[src/rtl/esr_pkg.sv]
package esr_pkg;

    typedef enum logic {
        ST_CLEAN   = 1'b0,
        ST_FLAGGED = 1'b1
    } esr_state_e;

endpackage

[src/rtl/esr_fsm.sv]
module esr_fsm
    import esr_pkg::*;
(
    input  logic clk,
    input  logic rst_n,
    input  logic err_valid,
    input  logic rd_req,
    output logic pending
);

    esr_state_e state_q, state_d;

    always_ff @(posedge clk or negedge rst_n) begin
        if (!rst_n) state_q <= ST_CLEAN;
        else        state_q <= state_d;
    end

    always_comb begin
        state_d = state_q;
        unique case (state_q)
            ST_CLEAN: begin
                if (err_valid) state_d = ST_FLAGGED;          // ERR_IN
            end
            ST_FLAGGED: begin
                if (rd_req && !err_valid) state_d = ST_CLEAN; // READ_EMPTY
                else                      state_d = ST_FLAGGED; // READ_REFILL / HOLD
            end
            default: state_d = ST_CLEAN;
        endcase
    end

    always_comb pending = (state_q == ST_FLAGGED);

endmodule

[src/rtl/esr_accum.sv]
module esr_accum #(
    parameter int ERR_W = 16,
    parameter int IDX_W = 7,
    parameter int REG_W = 64
) (
    input  logic             clk,
    input  logic             rst_n,
    input  logic             err_valid,
    input  logic [ERR_W-1:0] err_bits,
    input  logic             err_hard,
    input  logic [IDX_W-1:0] err_index,
    input  logic             rd_req,
    output logic [REG_W-1:0] status_q,
    output logic [REG_W-1:0] rd_data,
    output logic             rd_valid,
    output logic             done
);

    localparam int SOFT_POS = ERR_W;
    localparam int HARD_POS = ERR_W + 1;
    localparam int IDX_LSB  = ERR_W + 2;

    logic [REG_W-1:0] base, status_d;

    always_comb begin
        base     = rd_req ? '0 : status_q;
        status_d = base;
        if (err_valid) begin
            status_d[ERR_W-1:0]         = base[ERR_W-1:0] | err_bits;
            status_d[SOFT_POS]          = base[SOFT_POS] | ~err_hard;
            status_d[HARD_POS]          = base[HARD_POS] | err_hard;
            status_d[IDX_LSB +: IDX_W]  = err_index;
        end
    end

    always_ff @(posedge clk or negedge rst_n) begin
        if (!rst_n) begin
            status_q <= '0;
            rd_data  <= '0;
            rd_valid <= 1'b0;
            done     <= 1'b0;
        end else begin
            status_q <= status_d;
            rd_valid <= rd_req;
            done     <= err_valid;
            if (rd_req) rd_data <= status_q;
        end
    end

endmodule

[src/rtl/esr_intr.sv]
module esr_intr (
    input  logic pending,
    input  logic intr_active_high,
    output logic intr
);

    always_comb intr = intr_active_high ? pending : ~pending;

endmodule

[src/rtl/err_status_reg.sv]
module err_status_reg #(
    parameter int ERR_W = 16,
    parameter int IDX_W = 7,
    parameter int REG_W = 64
) (
    input  logic             clk,
    input  logic             rst_n,
    input  logic             err_valid,
    input  logic [ERR_W-1:0] err_bits,
    input  logic             err_hard,
    input  logic [IDX_W-1:0] err_index,
    input  logic             intr_active_high,
    input  logic             rd_req,
    output logic [REG_W-1:0] rd_data,
    output logic             rd_valid,
    output logic             done,
    output logic             intr
);

    logic [REG_W-1:0] status_q;
    logic             pending;

    esr_fsm u_fsm (
        .clk       (clk),
        .rst_n     (rst_n),
        .err_valid (err_valid),
        .rd_req    (rd_req),
        .pending   (pending)
    );

    esr_accum #(.ERR_W(ERR_W), .IDX_W(IDX_W), .REG_W(REG_W)) u_accum (
        .clk       (clk),
        .rst_n     (rst_n),
        .err_valid (err_valid),
        .err_bits  (err_bits),
        .err_hard  (err_hard),
        .err_index (err_index),
        .rd_req    (rd_req),
        .status_q  (status_q),
        .rd_data   (rd_data),
        .rd_valid  (rd_valid),
        .done      (done)
    );

    esr_intr u_intr (
        .pending          (pending),
        .intr_active_high (intr_active_high),
        .intr             (intr)
    );

endmodule

[config.mk]
export PLATFORM = sky130hd
export DESIGN_NAME = err_status_reg
export DESIGN_NICKNAME = d
export VERILOG_FILES = /design/src/rtl/esr_pkg.sv /design/src/rtl/esr_fsm.sv /design/src/rtl/esr_accum.sv /design/src/rtl/esr_intr.sv /design/src/rtl/err_status_reg.sv
export SDC_FILE = /design/constraint.sdc
export NUM_CORES = 1
export LEC_CHECK = 0
export BUFFER_PORTS_ARGS = -buffer_cell sky130_fd_sc_hd__buf_2
export CAP_MARGIN = 10
export CORE_UTILIZATION = 43
export CTS_CLUSTER_SIZE = 28
export DETAILED_ROUTE_END_ITERATION = 8
export PLACE_DENSITY = 0.82
export SETUP_SLACK_MARGIN = 0.05
export SLEW_MARGIN = 10
export SYNTH_ARGS = -nofsm -noshare
export SYNTH_HDL_FRONTEND = slang
export SYNTH_SLANG_ARGS = --single-unit
[constraint.sdc]
create_clock -name clk -period 0.8 [get_ports clk]
set_input_delay 0.04 -clock clk [delete_from_list [all_inputs] [get_ports clk]]
set_output_delay 0.04 -clock clk [all_outputs]
set_load 0.05 [all_outputs]
**Word level (Yosys, flattened, before mapping)**

Index checks and enable logic that the tools add are counted.

- Bits in registers: 53
- Input port bits: 29
- Output and inout port bits: 67
- Word-level logic and storage cells: 20

- Mux-type cells: 6
- Bitwise operators: 5
- Reduce and logical (&&, ||, !) cells: 3

Operators by type and width:

| kind | number |
|---|---|
| $mux 25 | 2 |
| $or 16x16->16 | 1 |
| $mux 1 | 3 |
| $not 1->1 | 2 |
| $or 1x1->1 | 2 |
| $pmux 1 s2 | 1 |
| $reduce_bool 2->1 | 1 |
| $logic_and 1x1->1 | 1 |
| $logic_not 1->1 | 1 |

**Depth between registers and ports, before layout**

- Depth in word-level cells: 4
- Mapped depth: 4
- Depth with buffers taken out: 2

**Cells and area by module**

From an unflattened synthesis, not the netlist that was laid out.

- Cell total of the unflattened synthesis: 230
- Area total of the unflattened synthesis: 2668.8 um^2

By module, submodules not included:

| module | times used | cells each | area an instance (um^2) | seq. area each (um^2) |
|---|---|---|---|---|
| esr_accum | 1 | 226 | 2623.8 | 1301.2 |
| esr_fsm | 1 | 3 | 36.3 | 25.0 |
| esr_intr | 1 | 1 | 8.8 | 0.0 |

**Worst setup path before layout**

Ideal clock, no wire load.

- Kind: reg-to-output
- Start point: register u_fsm.state_q (netlist: u_fsm.pending)
- End point: output intr
- Arrival time: 1209 ps
- Data required time: 760 ps
- Slack: -449 ps
- Cell stages (with the launch flop): 2
- Path buffers: 0
- Cell sequence: dfrtp_1 xnor2_1

- Word-level cells in the longest chain between the ends: 2

RTL lines:

| item | RTL line | text |
|---|---|---|
| start, declared | esr_fsm.sv:11 | `esr_state_e state_q, state_d;` |
| start signal, assigned | esr_fsm.sv:15 | `else state_q <= state_d;` |
| $not 1->1 | n/a |  |
| $mux 1 (*) | esr_intr.sv:7 | `always_comb intr = intr_active_high ? pending : ~pending;` |
| end, declared | err_status_reg.sv:17 | `output logic intr` |

Mark *: on every way between the ends. The rest lies on a longest branch, timed or not.

**Worst setup path after layout**

Same ends and word-level chain as after synthesis.

==> impl_metrics.env <==
export IMPL_critical_path_required_ns=0.76
export IMPL_hpwl_mm=2.87
export IMPL_antenna_cells=0
export IMPL_vias=1537
export IMPL_reg2regPathDepth=2
export IMPL_slew_viol_final=0
export IMPL_avgSynthCellArea_um2=12.4
export IMPL_worstPathArrival_ns=1.07
export IMPL_p_comb_share_pct=32.4
export IMPL_max_freq_mhz=904
export IMPL_viasPerCell=4.38
export IMPL_grt_max_degree=54
export IMPL_most_common_layout_cells="conb_1, buf_6, buf_2, dfrtp_1"
export IMPL_die_w_um=76.1
export IMPL_layout_commonest_cell="conb_1"
export IMPL_status="finished, violations left"
export IMPL_cp_max_fo=2
export IMPL_drive_gt1_share_pct=44.1
export IMPL_first_global_vias=1521
export IMPL_drt_iter0_markers=79
export IMPL_p_leak_nw=1.62
export IMPL_drv_cap=0
export IMPL_cts_sinks=53
export IMPL_crit_chain="xnor2_4 > buf_6"
export IMPL_io_pins=96
export IMPL_synth_seq_cells=53
export IMPL_finalCritPeriodShare_pct=138
export IMPL_worst_slack_ns=-0.306
export IMPL_portBuffers=56
export IMPL_cp_end_kind="output port"
export IMPL_drt_drc_violations_left=0
export IMPL_insertion_delay_ns=0.31
export IMPL_total_power_mw=6.92
export IMPL_worstHoldEndpoint="u_accum.done"
export IMPL_num_nets_final=309
export IMPL_multiInputGateArea_um2=762
export IMPL_clockPowerShare_pct=21.3
export IMPL_final_util_pct=61.8
export IMPL_setup_viol=39
export IMPL_finClkSkew_ns=0.0139
export IMPL_ys_seq_area_share_pct=56.2
export IMPL_path_class="flop to output port"
export IMPL_cts_root_buf="clkbuf_8"
export IMPL_crit_buf_inv=1
export IMPL_critPathMaxStageDelay_ns=0.45
export IMPL_hp_start="err_valid"
export IMPL_ant_nets=0
export IMPL_yosysUniqueCellTypes=15
export IMPL_violations="negative setup slack"
export IMPL_dpl_cell_area_um2=2670
export IMPL_drtPass1Iterations=4
export IMPL_holdCritPathClass="input pin to flop"
export IMPL_core_area_um2=5200
export IMPL_powerDensity_nw_per_um2=2150
export IMPL_gp_congestion=0.709
export IMPL_antenna_found_initial=0
export IMPL_cts_made_buffers=5
export IMPL_final_area_um2=3210
export IMPL_synth_cells=191
export IMPL_peakVddDrop_v=0.000821
export IMPL_fill_cells=384
export IMPL_yosys_warnings=0
export IMPL_critPathLaunchType="flop"
export IMPL_cts_tree="built"
export IMPL_start_util_pct=45.3
export IMPL_wl_per_cell_um=13.6
export IMPL_register_area_um2=1360
export IMPL_path_delay_family="flip-flops"
export IMPL_grt_usage_pct=17.2
export IMPL_sw_frac_of_total_pct=35.7
export IMPL_cp_slowest_cell="dfrtp_2"
export IMPL_area_growth_pct=36.2
export IMPL_p_int_mw=4.45
export IMPL_worstReg2RegEnd="u_accum.rd_data[20]"
export IMPL_r2r_start="u_accum.rd_data[20]"
export IMPL_p_switching_mw=2.47
export IMPL_hold_viol_final=0
export IMPL_whs_path_depth=2
export IMPL_drt_wl_total_mm=4.77
export IMPL_fp_dieH_um=76.1
export IMPL_grt_overflow=0
export IMPL_r2r_slack_ns=-0.11
export IMPL_htree_levels=2
export IMPL_die_area_um2=5790
export IMPL_row_count=26
export IMPL_grt_pass1_wl_mm=7.75
export IMPL_period_needed_ns=1.11
export IMPL_p_seq_share_pct=46.2
export IMPL_cts_buffer_depth=2
export IMPL_syn_area_um2=2360
export IMPL_grt_setup_unrepaired="true"
export IMPL_clk_pin_slew_ns=0.10
layout make-up:
| class | instances | area share, % |
|---|---|---|
| clock inverter | 1 | 0.234 |
| tap | 70 | 2.72 |
| inverter | 20 | 2.34 |
| sequential | 53 | 42.3 |
| clock buffer | 7 | 2.37 |
| timing repair buffer | 91 | 26.4 |
| multi-input combinational | 109 | 23.7 |
cells by family after synthesis:
group	after synthesis	share of synthesized area, %
muxes	25	15.3
and+or+nand+nor	18	2.97
buffers and inverters	67	18.3
xor gates and xnor gates	1	0.371
DFF	53	56.2
other	1	0.159
AOI/OAI and AO/OA	26	6.68
cell usage after synthesis:
library cell / instances / area share (%)
dfrtp_1: 53 / 56
buf_4: 39 / 12
mux2_4: 21 / 13
inv_1: 20 / 3.2
o21ai_0: 18 / 3.8
nand2_1: 17 / 2.7
a22o_1: 7 / 2.6
buf_6: 4 / 1.9
mux2_2: 4 / 1.9
buf_2: 3 / 0.64
clkbuf_2: 1 / 0.21
conb_1: 1 / 0.16
nor2_2: 1 / 0.27
o22ai_1: 1 / 0.27
xnor2_1: 1 / 0.37
state kept, by name, summed over array words and instances, names as in the netlist:
signal and flops:
u_accum.rd_valid 1, u_accum.rd_data 25, u_accum.status_q 25, u_accum.done 1
u_fsm.pending 1
power groups by stage:
| stage | sequential (mW) | clock [mW] | combinational [mW] |
|---|---|---|---|
| after floorplan | 3.78 | 0 | 1.00 |
| after global placement | 3.18 | 0 | 1.85 |
| after detailed placement | 3.20 | 0 | 1.87 |
| after CTS | 3.19 | 1.50 | 2.19 |
| after global routing | 3.23 | 1.61 | 2.34 |
| final | 3.20 | 1.47 | 2.24 |
worst max path at each step:
stage | slack (ns) | cells after the start | start | end
floorplan | -0.11 | 1 | u_accum.rd_data[10] | u_accum.rd_data[10]
global placement | -0.08 | 2 | u_fsm.pending | intr
detailed placement | -0.09 | 2 | u_fsm.pending | intr
CTS | -0.31 | 2 | u_fsm.pending | intr
global route | -0.34 | 2 | u_fsm.pending | intr
finish | -0.31 | 2 | u_fsm.pending | intr
metrics by stage:
stage          std cells  TNS, ns  worst slack [ns]  hold slack, ns
2_1_floorplan        229    -2.75            -0.109          -0.256
3_3_place_gp         315   -0.793           -0.0788          0.0527
3_5_place_dp         315    -1.22           -0.0945          0.0662
4_1_cts              349    -3.74            -0.308          0.0469
5_1_grt              351    -4.99            -0.340          0.0379
6_report             351    -3.91            -0.306          0.0488
layer usage:
metal  global-route usage [%]  up-vias  share of wire (%)
met1                     21.2      756                 41
li1                         -      710                  -
met2                     30.4       66                 52
met4                     3.46        0               0.84
met3                     4.67        5                5.8
met5                        0        -                  0
what timing repair did:
action                                  4_1_cts  5_1_grt
hold buffers                                 26        0
pin swaps                                     1        1
buffers inserted                              0        3
gates resized for setup                      57        5
endpoints found under the setup margin       53       56
endpoints found under the hold margin        79        0
(Power assumes the default switching activity.)
